`config.mk`:
```
export PLATFORM = sky130hd
export DESIGN_NAME = cot_pwm_ctrl
export DESIGN_NICKNAME = d
export VERILOG_FILES = /design/src/rtl/cot_pkg.sv /design/src/rtl/cot_on_timer.sv /design/src/rtl/cot_off_timer.sv /design/src/rtl/cot_end_arbiter.sv /design/src/rtl/cot_pwm_ctrl.sv
export SDC_FILE = /design/constraint.sdc
export NUM_CORES = 1
export LEC_CHECK = 0
export BUFFER_PORTS_ARGS = -buffer_cell sky130_fd_sc_hd__buf_2
export CAP_MARGIN = 20
export CORE_MARGIN = 10
export CORE_UTILIZATION = 60
export DETAILED_ROUTE_END_ITERATION = 7
export GPL_ROUTABILITY_DRIVEN = 0
export PLACE_DENSITY = 0.87
export REMOVE_ABC_BUFFERS = 1
export SYNTH_ARGS = -nofsm -noshare
export SYNTH_HDL_FRONTEND = slang
export SYNTH_SLANG_ARGS = --single-unit
```
`constraint.sdc`:
```
create_clock -name clk -period 8.67 [get_ports clk]
set_input_delay 0.4335 -clock clk [delete_from_list [all_inputs] [get_ports clk]]
set_output_delay 0.4335 -clock clk [all_outputs]
set_load 0.005 [all_outputs]
```
`src/rtl/cot_pkg.sv`:
```
package cot_pkg;
  // Bit position of each cause inside the strobe vector
  typedef enum logic [1:0] {
    CAUSE_NORMAL = 2'd0,
    CAUSE_OCP    = 2'd1,
    CAUSE_MAXON  = 2'd2,
    CAUSE_DIM    = 2'd3
  } end_cause_e;

  localparam int unsigned NUM_CAUSES = 4;
endpackage

```
`src/rtl/cot_on_timer.sv`:
```
// Counts drive-high cycles; opens the blanking windows and flags max on time.
module cot_on_timer #(
  parameter int unsigned LEB_CYC     = 68,
  parameter int unsigned OCP_LEB_CYC = 27,
  parameter int unsigned MAXON_CYC   = 4250
) (
  input  logic clk,
  input  logic rst_n,
  input  logic start,
  input  logic drv,
  output logic ilim_open,
  output logic ocp_open,
  output logic maxon_hit
);
  localparam int unsigned CW = $clog2(MAXON_CYC + 1);

  logic [CW-1:0] cnt_q;
  logic [CW-1:0] cnt_d;
  logic          cnt_en;
  logic [1:0]    win_open;

  always_comb begin
    cnt_en = start | drv;
    cnt_d  = start ? '0 : cnt_q + 1'b1;
  end

  always_ff @(posedge clk or negedge rst_n) begin
    if (!rst_n)      cnt_q <= '0;
    else if (cnt_en) cnt_q <= cnt_d;
  end

  // Window 0 gates the current limit, window 1 the overcurrent limit
  for (genvar g = 0; g < 2; g++) begin : g_win
    localparam int unsigned THR = (g == 0) ? LEB_CYC : OCP_LEB_CYC;
    assign win_open[g] = drv && (cnt_q >= CW'(THR));
  end

  assign ilim_open = win_open[0];
  assign ocp_open  = win_open[1];
  assign maxon_hit = drv && (cnt_q == CW'(MAXON_CYC - 1));
endmodule

```
`src/rtl/cot_off_timer.sv`:
```
// Holds the drive low for a captured, clamped off time.
module cot_off_timer #(
  parameter int unsigned TOFF_W       = 11,
  parameter int unsigned TOFF_MIN_CYC = 62
) (
  input  logic              clk,
  input  logic              rst_n,
  input  logic              drv,
  input  logic              capture,
  input  logic [TOFF_W-1:0] toff_cycles,
  output logic              off_done
);
  logic [TOFF_W-1:0] len_q, len_d;
  logic [TOFF_W-1:0] cnt_q, cnt_d;
  logic              cnt_en;

  always_comb begin
    len_d  = (toff_cycles < TOFF_W'(TOFF_MIN_CYC)) ? TOFF_W'(TOFF_MIN_CYC) : toff_cycles;
    off_done = !drv && (cnt_q == len_q - 1'b1);
    cnt_en = drv | !off_done;
    cnt_d  = drv ? '0 : cnt_q + 1'b1;
  end

  always_ff @(posedge clk or negedge rst_n) begin
    if (!rst_n)       len_q <= TOFF_W'(TOFF_MIN_CYC);
    else if (capture) len_q <= len_d;
  end

  always_ff @(posedge clk or negedge rst_n) begin
    if (!rst_n)      cnt_q <= '0;
    else if (cnt_en) cnt_q <= cnt_d;
  end
endmodule

```
`src/rtl/cot_end_arbiter.sv`:
```
// Picks the single cause that ends the on time and registers its strobe.
module cot_end_arbiter
  import cot_pkg::*;
(
  input  logic                  clk,
  input  logic                  rst_n,
  input  logic                  drv,
  input  logic                  enable,
  input  logic                  ilim_trip,
  input  logic                  ilim_open,
  input  logic                  ocp_trip,
  input  logic                  ocp_open,
  input  logic                  maxon_hit,
  output logic                  end_now,
  output logic [NUM_CAUSES-1:0] strobes
);
  end_cause_e                cause;
  logic [NUM_CAUSES-1:0]     strb_d;
  logic                      strb_en;

  always_comb begin
    end_now = 1'b1;
    cause   = CAUSE_DIM;
    if (!drv)                       end_now = 1'b0;
    else if (ocp_trip && ocp_open)  cause = CAUSE_OCP;
    else if (ilim_trip && ilim_open) cause = CAUSE_NORMAL;
    else if (maxon_hit)             cause = CAUSE_MAXON;
    else if (!enable)               cause = CAUSE_DIM;
    else                            end_now = 1'b0;
    strb_d  = end_now ? (NUM_CAUSES'(1) << cause) : '0;
    strb_en = end_now | (|strobes);
  end

  always_ff @(posedge clk or negedge rst_n) begin
    if (!rst_n)       strobes <= '0;
    else if (strb_en) strobes <= strb_d;
  end
endmodule

```
`src/rtl/cot_pwm_ctrl.sv`:
```
module cot_pwm_ctrl
  import cot_pkg::*;
#(
  parameter int unsigned LEB_CYC      = 68,
  parameter int unsigned OCP_LEB_CYC  = 27,
  parameter int unsigned MAXON_CYC    = 4250,
  parameter int unsigned TOFF_MIN_CYC = 62,
  parameter int unsigned TOFF_W       = 11
) (
  input  logic              clk,
  input  logic              rst_n,
  input  logic              run_en,
  input  logic              dim_en,
  input  logic              ilim_trip,
  input  logic              ocp_trip,
  input  logic [TOFF_W-1:0] toff_cycles,
  output logic              gate_drv,
  output logic              end_normal,
  output logic              end_ocp,
  output logic              end_maxon,
  output logic              end_dim
);
  logic                  gate_q, gate_d, gate_en;
  logic                  enable, rise, end_now, off_done;
  logic                  ilim_open, ocp_open, maxon_hit;
  logic [NUM_CAUSES-1:0] strobes;

  always_comb begin
    enable  = run_en & dim_en;
    rise    = !gate_q && off_done && enable;
    gate_en = rise | end_now;
    gate_d  = rise;
  end

  always_ff @(posedge clk or negedge rst_n) begin
    if (!rst_n)       gate_q <= 1'b0;
    else if (gate_en) gate_q <= gate_d;
  end

  cot_on_timer #(
    .LEB_CYC(LEB_CYC), .OCP_LEB_CYC(OCP_LEB_CYC), .MAXON_CYC(MAXON_CYC)
  ) u_on (
    .clk(clk), .rst_n(rst_n), .start(rise), .drv(gate_q),
    .ilim_open(ilim_open), .ocp_open(ocp_open), .maxon_hit(maxon_hit)
  );

  cot_off_timer #(
    .TOFF_W(TOFF_W), .TOFF_MIN_CYC(TOFF_MIN_CYC)
  ) u_off (
    .clk(clk), .rst_n(rst_n), .drv(gate_q), .capture(end_now),
    .toff_cycles(toff_cycles), .off_done(off_done)
  );

  cot_end_arbiter u_arb (
    .clk(clk), .rst_n(rst_n), .drv(gate_q), .enable(enable),
    .ilim_trip(ilim_trip), .ilim_open(ilim_open),
    .ocp_trip(ocp_trip), .ocp_open(ocp_open), .maxon_hit(maxon_hit),
    .end_now(end_now), .strobes(strobes)
  );

  assign gate_drv   = gate_q;
  assign end_normal = strobes[CAUSE_NORMAL];
  assign end_ocp    = strobes[CAUSE_OCP];
  assign end_maxon  = strobes[CAUSE_MAXON];
  assign end_dim    = strobes[CAUSE_DIM];
endmodule

```
==> results of run 1 <==
==> worst paths after layout <==
path	endpoint	from	depth (start not counted)	slack, ns
hold / removal	u_on.cnt_q[6]	rst_n	1	0.25
min in group clk	u_off.len_q[6]	toff_cycles[6]	2	0.39
max in group asynchronous	u_off.cnt_q[1]	rst_n	1	7.87
setup / recovery	u_on.cnt_q[0]	u_off.len_q[0]	9	5.40
setup reg to reg	u_on.cnt_q[0]	u_off.len_q[0]	9	5.40
hold reg to reg	u_off.len_q[1]	u_off.len_q[1]	2	0.53
==> synth_stat cells (2+ instances only) <==
library cell   n  share of area [%]
ha_1           5                2.6
or4_1          8                2.5
mux2_2         5                2.4
xnor2_1        9                3.3
nor2b_1        2               0.53
clkbuf_1       6               0.95
nand4_1       10                2.6
or2_2          4                1.1
buf_6          4                1.9
nand2_1       18                2.8
o21a_1         5                1.6
o21ai_0       11                2.3
nand3_1        7                1.5
inv_1          9                1.4
o31ai_1        3               0.95
nand3b_1       2               0.63
nor3b_1        3               0.95
nor3_1         7                1.5
nor4_1         4                1.1
nand2b_1       3               0.79
xor2_1        12                4.4
nor2_1        33                5.2
a21oi_1       13                2.7
dfrtp_1       35                 37
or3_1          6                1.6
a211oi_1       4                1.3
o31a_1         3                1.1
dfstp_2        5                5.5
o211a_1        2               0.84
==> per-layer routing <==
| layer | up-vias | part of all wire (%) | global-route usage [%] |
|---|---|---|---|
| li1 | 953 | - | - |
| met1 | 948 | 44 | 15.0 |
| met2 | 21 | 51 | 24.5 |
| met3 | 6 | 3.0 | 3.13 |
| met4 | 0 | 1.5 | 4.62 |
| met5 | - | 0 | 0 |
==> area by class of cell <==
| type | count | area [um2] |
|---|---|---|
| multi-input cells | 195 | 1250 |
| flip-flops and latches | 40 | 1010 |
| well taps | 48 | 60.1 |
| fillers | 297 | 1160 |
| repair buffers | 23 | 120 |
| clock buffers | 5 | 68.8 |
| inverters | 9 | 33.8 |
| clock inverters | 3 | 42.5 |
==> through the flow <==
step                      util (%)  hold WS, ns  std cells
after floorplan                  -        0.138        244
after global placement        65.9        0.516        314
after detailed placement      65.9        0.512        314
after CTS                     68.9        0.285        322
after global routing          69.1        0.314        323
final                         69.1        0.251        323
==> power by group <==
part           switching [W]  internal [W]  leakage, nW
clock              0.0000644     0.0000852       0.0541
combinational      0.0000673     0.0000608        0.544
sequential         0.0000488      0.000220        0.467
==> state kept, by name, indices dropped and copies added, names as in the netlist <==
name	cells
u_off.cnt_q	11
u_on.cnt_q	13
gate_drv	1
u_arb.strobes	4
u_off.len_q	11
==> worst max-delay path, delay by kind of cell (launching register included) <==
family                     cells  cell delay, ns
and+or+nand+nor                5            2.04
adders and majority gates      1            0.21
AOI/OAI and AO/OA              2            0.38
DFF                            1            0.42
buffers and inverters          1            0.09
==> logic make-up (layout without fill, tap and decap cells) <==
logic type / after synthesis / count (layout) / share of synthesized area, %
AO/OA/AOI/OAI: 48 / 48 / 13.4
XOR/XNOR: 21 / 21 / 7.73
adder cells (fa/ha/maj): 5 / 5 / 2.63
buffers and inverters: 22 / 40 / 5.00
flip-flops: 40 / 40 / 42.3
multiplexers: 6 / 6 / 2.79
AND/OR/NAND/NOR: 115 / 115 / 26.1
==> impl.org, run 1 <==
** Detailed routing
- Vias per cell :: 5.97
- Total via count after detailed routing :: 1928
- Wires add up to 4.91 mm.
- Antenna-violating nets left :: 0
- Initial DRT Pass Iterations :: 4
- Avg WL per Cell :: 15.2 um
- The first routing iteration left 135 violations.
- In the routed design, unresolved DRC markers number 0.

** Layout
- The top cell types in the final layout, fill and taps aside, are dfrtp_1, nor2_1, buf_2.
- The library cell used most frequently in the layout, excluding fill and tap cells, is dfrtp_1.
- The final layout contains 296 nets.
- Final cell area excluding filler cells :: 2580 um2
- Proportion of layout cells with a drive suffix above 1 :: 18.2%
- The repair_antennas step left the layout with diodes totalling 0.
- Area grow syn2layout :: 8.68%

** Clock network
- Clock tree from TritonCTS :: done
- # resized after CTS :: 0
- The H-tree generated during clock tree synthesis spans 2 levels.
- Hold buffer count at cts :: 0
- No sink is reached through more buffers than the 2 on the longest clock path.
- Root cell of the clock tree :: clkbuf_8
- Counting every sink on the clock net gives 40.
- The number of clock buffers added by TritonCTS is 5.
- The number of setup buffers added after CTS is 0.
- Clock latency of the later-clocked register in the worst-skew pair :: 0.29 ns
- After clock tree synthesis, the clock-pin slew on the worst setup and hold paths is 0.08 ns.

** Logic synthesis
- Yosys warns :: 0
- The cell area that synthesis handed to floorplanning was 2380 um2.
- Ys flop type :: dfrtp_1
- In this run, synthesis inferred 0 flip-flops with an integrated enable.
- Of all flip-flops after synthesis, the portion carrying an async set or reset was 100%.
- Synthesized instance count :: 257
- A synthesized cell averages 9.25 um2.
- Number of distinct library cell variants in the gate-level netlist after synthesis :: 48
- Counting flops and latches in the post-synthesis netlist gives 40.
- Sequential element share of the synthesized area :: 42.3%

** STA
- Minimum clock period after layout :: 3.27 ns
- For the pin with the worst max-slew slack, the measured transition is 0.862 ns.
- Final-report hold violation count :: 0
- Final cycle utilization of the critical path :: 37.8%
- Max-slew violation total from the final report :: 0
- Adding up every negative setup slack in the final design gives 0 ns.
- Setup violations remaining at the end of the flow were counted as 0.
- Unrepaired setup endpoints after global routing :: false
- Peak Freq :: 0.306 GHz
- Worst clock skew :: 0.0101 ns
- The worst pin sits at a relative slew slack of 42.6%.
- Worst path setup slack after routing :: 5.40 ns

** Power and ir drop
- Leak pwr :: 1.07 nW
- Across the VDD grid, the largest voltage drop is 0.140 mV.
- Power per Cell Area :: 211 nW/um2
- Total Power Consumption :: 0.000546 W

** Floorplan
- Vertical die dimension :: 83.0 um
- The die is 83.0 um wide.
- After floorplanning, the core was divided into 22 placement rows.
- Number of placed I/O pins :: 22
- After floorplanning, the core was sized to cover 3740 um2.
- The die covers 6880 um2.
- The initial utilization of the core area, before any placement, comes to 63.5%.

** Critical path
- Capturing element type of the critical path :: register
- Worst Path Required :: 8.82 ns
- Along the worst path, the maximum fanout reaches 13.
- Cell at the slowest stage of the critical path :: or4_1
- Data arrives at the worst endpoint at 3.43 ns.
- Startpoint types :: register
- Critical path's largest stage delay :: 0.59 ns
- Cells along the critical path :: inv_1, ha_1, or4b_1, or2_2, a211oi_1, nor3_1, or4_1, nor3_4, o21ai_0
- The setup path with the least slack is of type reg -> reg.

** Run status
- Outcome :: finished, final reports clean

** Global route
- Wire length of the first global-routing pass :: 8.18 mm
- Congestion Overflow GR :: 0
- Number of antenna violations at the first check in global routing :: 0
- Entering global routing, the biggest net connects 41 pins.
- GRT Total Usage :: 13.5%
- The via count of the first global-routing pass was 1864.

** Placement
- Before CTS, the worst setup slack after placement is 5.38 ns.
- Port buffering added 21 buffers.
- Detailed-placement wirelength estimate :: 3.56 mm
- Area after detailed placement :: 2470 um2

** Flow run
- Max-cap violations in this run came to 0.

** Worst hold path
- Worst hold-check path type :: in -> async
Note: power is estimated with default switching activity, not from simulation.
==> run 2, diff against run 1 <==
- ABC_AREA: default -> 1
- clock period: 8.67 -> 3.05 ns (I/O delays scaled with it)
==> run 2 against run 1 <==
  * The run now ends with hold timing left
  * Non-clock buffer count down 2
  * Sequential share of layout area down 5.0 points
  * Combinational power down 77%
  * Synthesized cell count up 54%
  * Utilization down 1.3 points
  * Area after synthesis up 15%
  * Highest routed layer unchanged
  * First-iteration DRC count up 100%
  * Fmax up 43%
  * Cell area up 15%
  * Via count up 35%
  * Critical path depth up 5
  * Sequential power up 97%
==> impl.org, run 2 <==
** Run status
- Outcome :: complete, but fails checks
- Violated checks :: hold timing

** Critical path
- The worst setup path is captured at a register.
- Crit path to :: u_on.cnt_q[1]
- The worst register-to-register path ends at u_on.cnt_q[1].
- Critical path's largest stage delay :: 0.55 ns
- Depth of the critical timing path with buffers and inverters included :: 14
- Family with the most delay on the worst path :: simple AND/OR/NAND/NOR gates
- Startpoint types :: register
- Worst reg2reg path depth :: 14
- Cell at the slowest stage of the critical path :: dfstp_2
- Data on the critical path is required at its endpoint by 3.23 ns.
- Reg2Reg Setup Slack :: 0.76 ns
- The worst register-to-register path begins at u_off.len_q[1].
- Together, buffers and inverters on the worst path number 2.
- Cells along the critical path :: inv_1, ha_1, inv_1, nand2_1, nand2_1, nand2_1, nand2_1, nand3_1, nor2_1, nand2_1, nor2_2, nand4_2, nand3_1, nand2_1
- The critical path is of the reg -> reg type.
- Critical-path maximum fanout :: 12
- STA puts the critical path data arrival time at 2.47 ns.
- Launching element of the worst setup path :: u_off.len_q[1]
- Most frequent cell on the critical path :: nand2_1

** Logic synthesis
- Dominant cells by area after synthesis :: dfrtp_1, nand2_1, nand3_1
- FFs w/ async S/R, synth :: 100%
- The commonest cells after synthesis are nand2_1, inv_1, nand3_1.
- After technology mapping, the gate count stands at 397.
- Post-Syn Area per Cell :: 6.86 um2
- The synthesized netlist contains 31 unique library cells.
- Count of flip-flops with a built-in enable after synthesis :: 0
- Top-area cell type share of the netlist area :: 32.1%
- Sequential elements use 37.0% of the synthesized area.
- Dominant cell by count in the synthesized netlist :: nand2_1
- In the synthesized netlist the dominant register cell turns out to be dfrtp_1.
- During synthesis, Yosys emitted a total of 0 warnings.
- Synthesized area :: 2730 um2
- The biggest area contributor in the post-synthesis netlist is dfrtp_1.
- The synthesized design contains 40 register bits.

** Clock network
- Clock tree buffer depth :: 2
- Post-CTS setup repair buffer count :: 0
- The H-tree was split into 2 levels.
- Clk pin slew, worst setup/hold paths :: 0.08 ns
- The number of clock buffers added by TritonCTS is 5.
- The clock reaches the later pin of the worst-skew pair after 0.29 ns.
- Buffers inserted to repair hold after CTS numbered 0.
- Clock tree synthesis selected as its root buffer the cell clkbuf_8.
- Total number of clock tree sinks :: 40
- # resized after CTS :: 0
- Clock tree from TritonCTS :: done

** Global route
- Pin count of the biggest net entering global routing :: 41
- The via count of the first global-routing pass was 2432.
- Global routing used 17.5% of the available tracks.
- The number of antenna violations at the first check in global routing is 0.
- Congestion Overflow GR :: 0
- The first global-routing pass estimated 10.9 mm of wire.

** STA
- The number of endpoints with negative hold slack in the final report was 35.
- Unrepaired setup endpoints after global routing :: false
- Minimum clock period after layout :: 2.29 ns
- Worst hold slack :: -0.0206 ns
- The final critical path takes up 75.0% of the cycle.
- Sum of negative setup slack :: 0 ns
- Worst Max-Slew Pin Slew :: 0.893 ns
- The worst pin sits at a relative slew slack of 40.5%.
- Worst clock skew :: 0.00630 ns
- Max-slew violation total from the final report :: 0
- Static timing analysis puts the maximum clock frequency at 0.437 GHz.
- Setup violators final :: 0

** Power and ir drop
- Total Power Consumption :: 0.000989 W
- Worst VDD drop :: 0.245 mV
- In this run switching power makes up 20.9% of total power.
- Part of the total power dissipated in sequential elements :: 53.6%
- Leak pwr :: 1.64 nW
- Cell internal power was estimated by the tool at 0.000783 W.
- For this design the total switching power over the nets is 0.000206 W.
- In this run, the clock network consumes 43.5% of the power.
- Combinational power share :: 2.9%
- Power spread over the standard cell area amounts to 333 nW/um2.

** Detailed routing
- Vias per cell :: 5.50
- In the final routed layout, each cell accounts on average for 13.2 um.
- Number of DRC violations after detailed routing :: 0
- After the first detailed-routing iteration, the DRC count stood at 270.
- The final layout contains routed wiring with a total length of 6.25 mm.
- Antenna-violating nets left :: 0
- For this block, the via count after detailed routing is 2597.
- Initial DRT Pass Iterations :: 5

** Layout
- N_diodes :: 0
- Register name with the most flops :: u_on.cnt_q
- The library cells used most frequently in the layout, excluding fill and tap cells, are nand2_1, inv_1, nand3_1.
- Most common cell after layout, fill and taps aside :: nand2_1
- The register with the most flip-flops in the layout has 13 of them.
- The largest registers in the layout are u_on.cnt_q: 13 flops, u_off.cnt_q: 11 flops, u_off.len_q: 11 flops.
- Fillers :: 367
- Area grow syn2layout :: 8.95%
- Final nets :: 441
- Final cell area excluding filler cells :: 2970 um2
- Proportion of layout cells with a drive suffix above 1 :: 12.4%

** Floorplan
- # rows :: 24
- Initial core utilization :: 62.2%
- Die X-Extent :: 87.4 um
- For this design the top-level I/O count stands at 22.
- Vertical die dimension :: 87.4 um
- Core region area :: 4380 um2
- The floorplan step defined a die boundary enclosing 7640 um2.

** Placement
- Detailed-placement wirelength estimate :: 4.70 mm
- Summing all placed instances gives a cell area of 2860 um2.
- Port buffering added 21 buffers.

** Worst hold path
- Worst hold-check path type :: in -> async

** Flow run
- Count of max-cap constraint violations :: 0
-- run 2: cell types whose count changed in the layout (fill, tap and decap cells not counted), sizes merged, moves of 6 or more --
cell | previous run | this run
nand2 | 18 | 104
inv | 9 | 64
nand3 | 7 | 50
nor2 | 33 | 51
or4 | 8 | 0
or3 | 6 | 0
-- run 2: through the flow --
step           hold slack (ns)  utilization, %  instances  worst slack [ns]
4_1_cts                0.00554            67.7        472             0.789
6_report               -0.0206            67.7        472             0.764
3_5_place_dp             0.329            65.3        464             0.802
5_1_grt                 0.0276            67.7        472             0.554
2_1_floorplan           -0.143               -        391              1.07
3_3_place_gp             0.319            65.3        464             0.890
-- run 2: power by group through the flow --
stage               sequential, W  clock, W  combinational [W]
global route             0.000530  0.000467          0.0000327
finish                   0.000530  0.000430          0.0000289
global placement         0.000540         0          0.0000283
floorplan                0.000541         0         0.00000659
detailed placement       0.000540         0          0.0000297
CTS                      0.000530  0.000443          0.0000298
-- run 2: per-layer routing --
metal / track usage, % / part of all wire, % / up-vias
met5: 0 / 0 / -
met2: 29.3 / 49 / 102
met1: 21.9 / 43 / 1177
li1: - / - / 1305
met4: 5.94 / 2.1 / 0
met3: 3.09 / 6.1 / 13
-- run 2: cell families after synthesis --
family	Yosys count	synth area share [%]
compound gates	27	5.46
xor+xnor	16	5.14
fa+ha+maj	5	2.30
buf+inv	70	10.1
flops	40	37.0
simple gates	239	40.1
-- run 2: worst min path at each step --
| stage | start | endpoint | slack, ns | cells past startpoint |
|---|---|---|---|---|
| after CTS | rst_n | u_off.cnt_q[9] | 0.006 | 1 |
| final | rst_n | u_off.cnt_q[9] | -0.02 | 1 |
| after floorplan | rst_n | gate_drv | -0.14 | 0 |
| after detailed placement | rst_n | u_off.len_q[9] | 0.33 | 1 |
| after global routing | rst_n | u_off.cnt_q[9] | 0.03 | 1 |
| after global placement | rst_n | u_off.len_q[7] | 0.32 | 1 |
-- run 2: worst reg2reg max path, stage by stage, from the launching register on --
cell     delay (ns)
dfstp_2        0.55
inv_1          0.04
ha_1           0.26
inv_1          0.08
nand2_1        0.06
nand2_1        0.07
nand2_1        0.05
nand2_1        0.12
nand3_1        0.09
nor2_1         0.09
nand2_1        0.06
nor2_2         0.13
nand4_2        0.30
nand3_1        0.20
nand2_1        0.07
-- run 2: layout make-up --
type / instances / area [um2] / area share, %
Clock inverter: 2 / 35.0 / 1.18
Clock buffer: 6 / 72.6 / 2.44
Tap cell: 52 / 65.1 / 2.19
Inverter: 64 / 240 / 8.09
Sequential cell: 40 / 1010 / 33.9
Multi-Input combinational cell: 287 / 1440 / 48.6
Timing Repair Buffer: 21 / 105 / 3.54
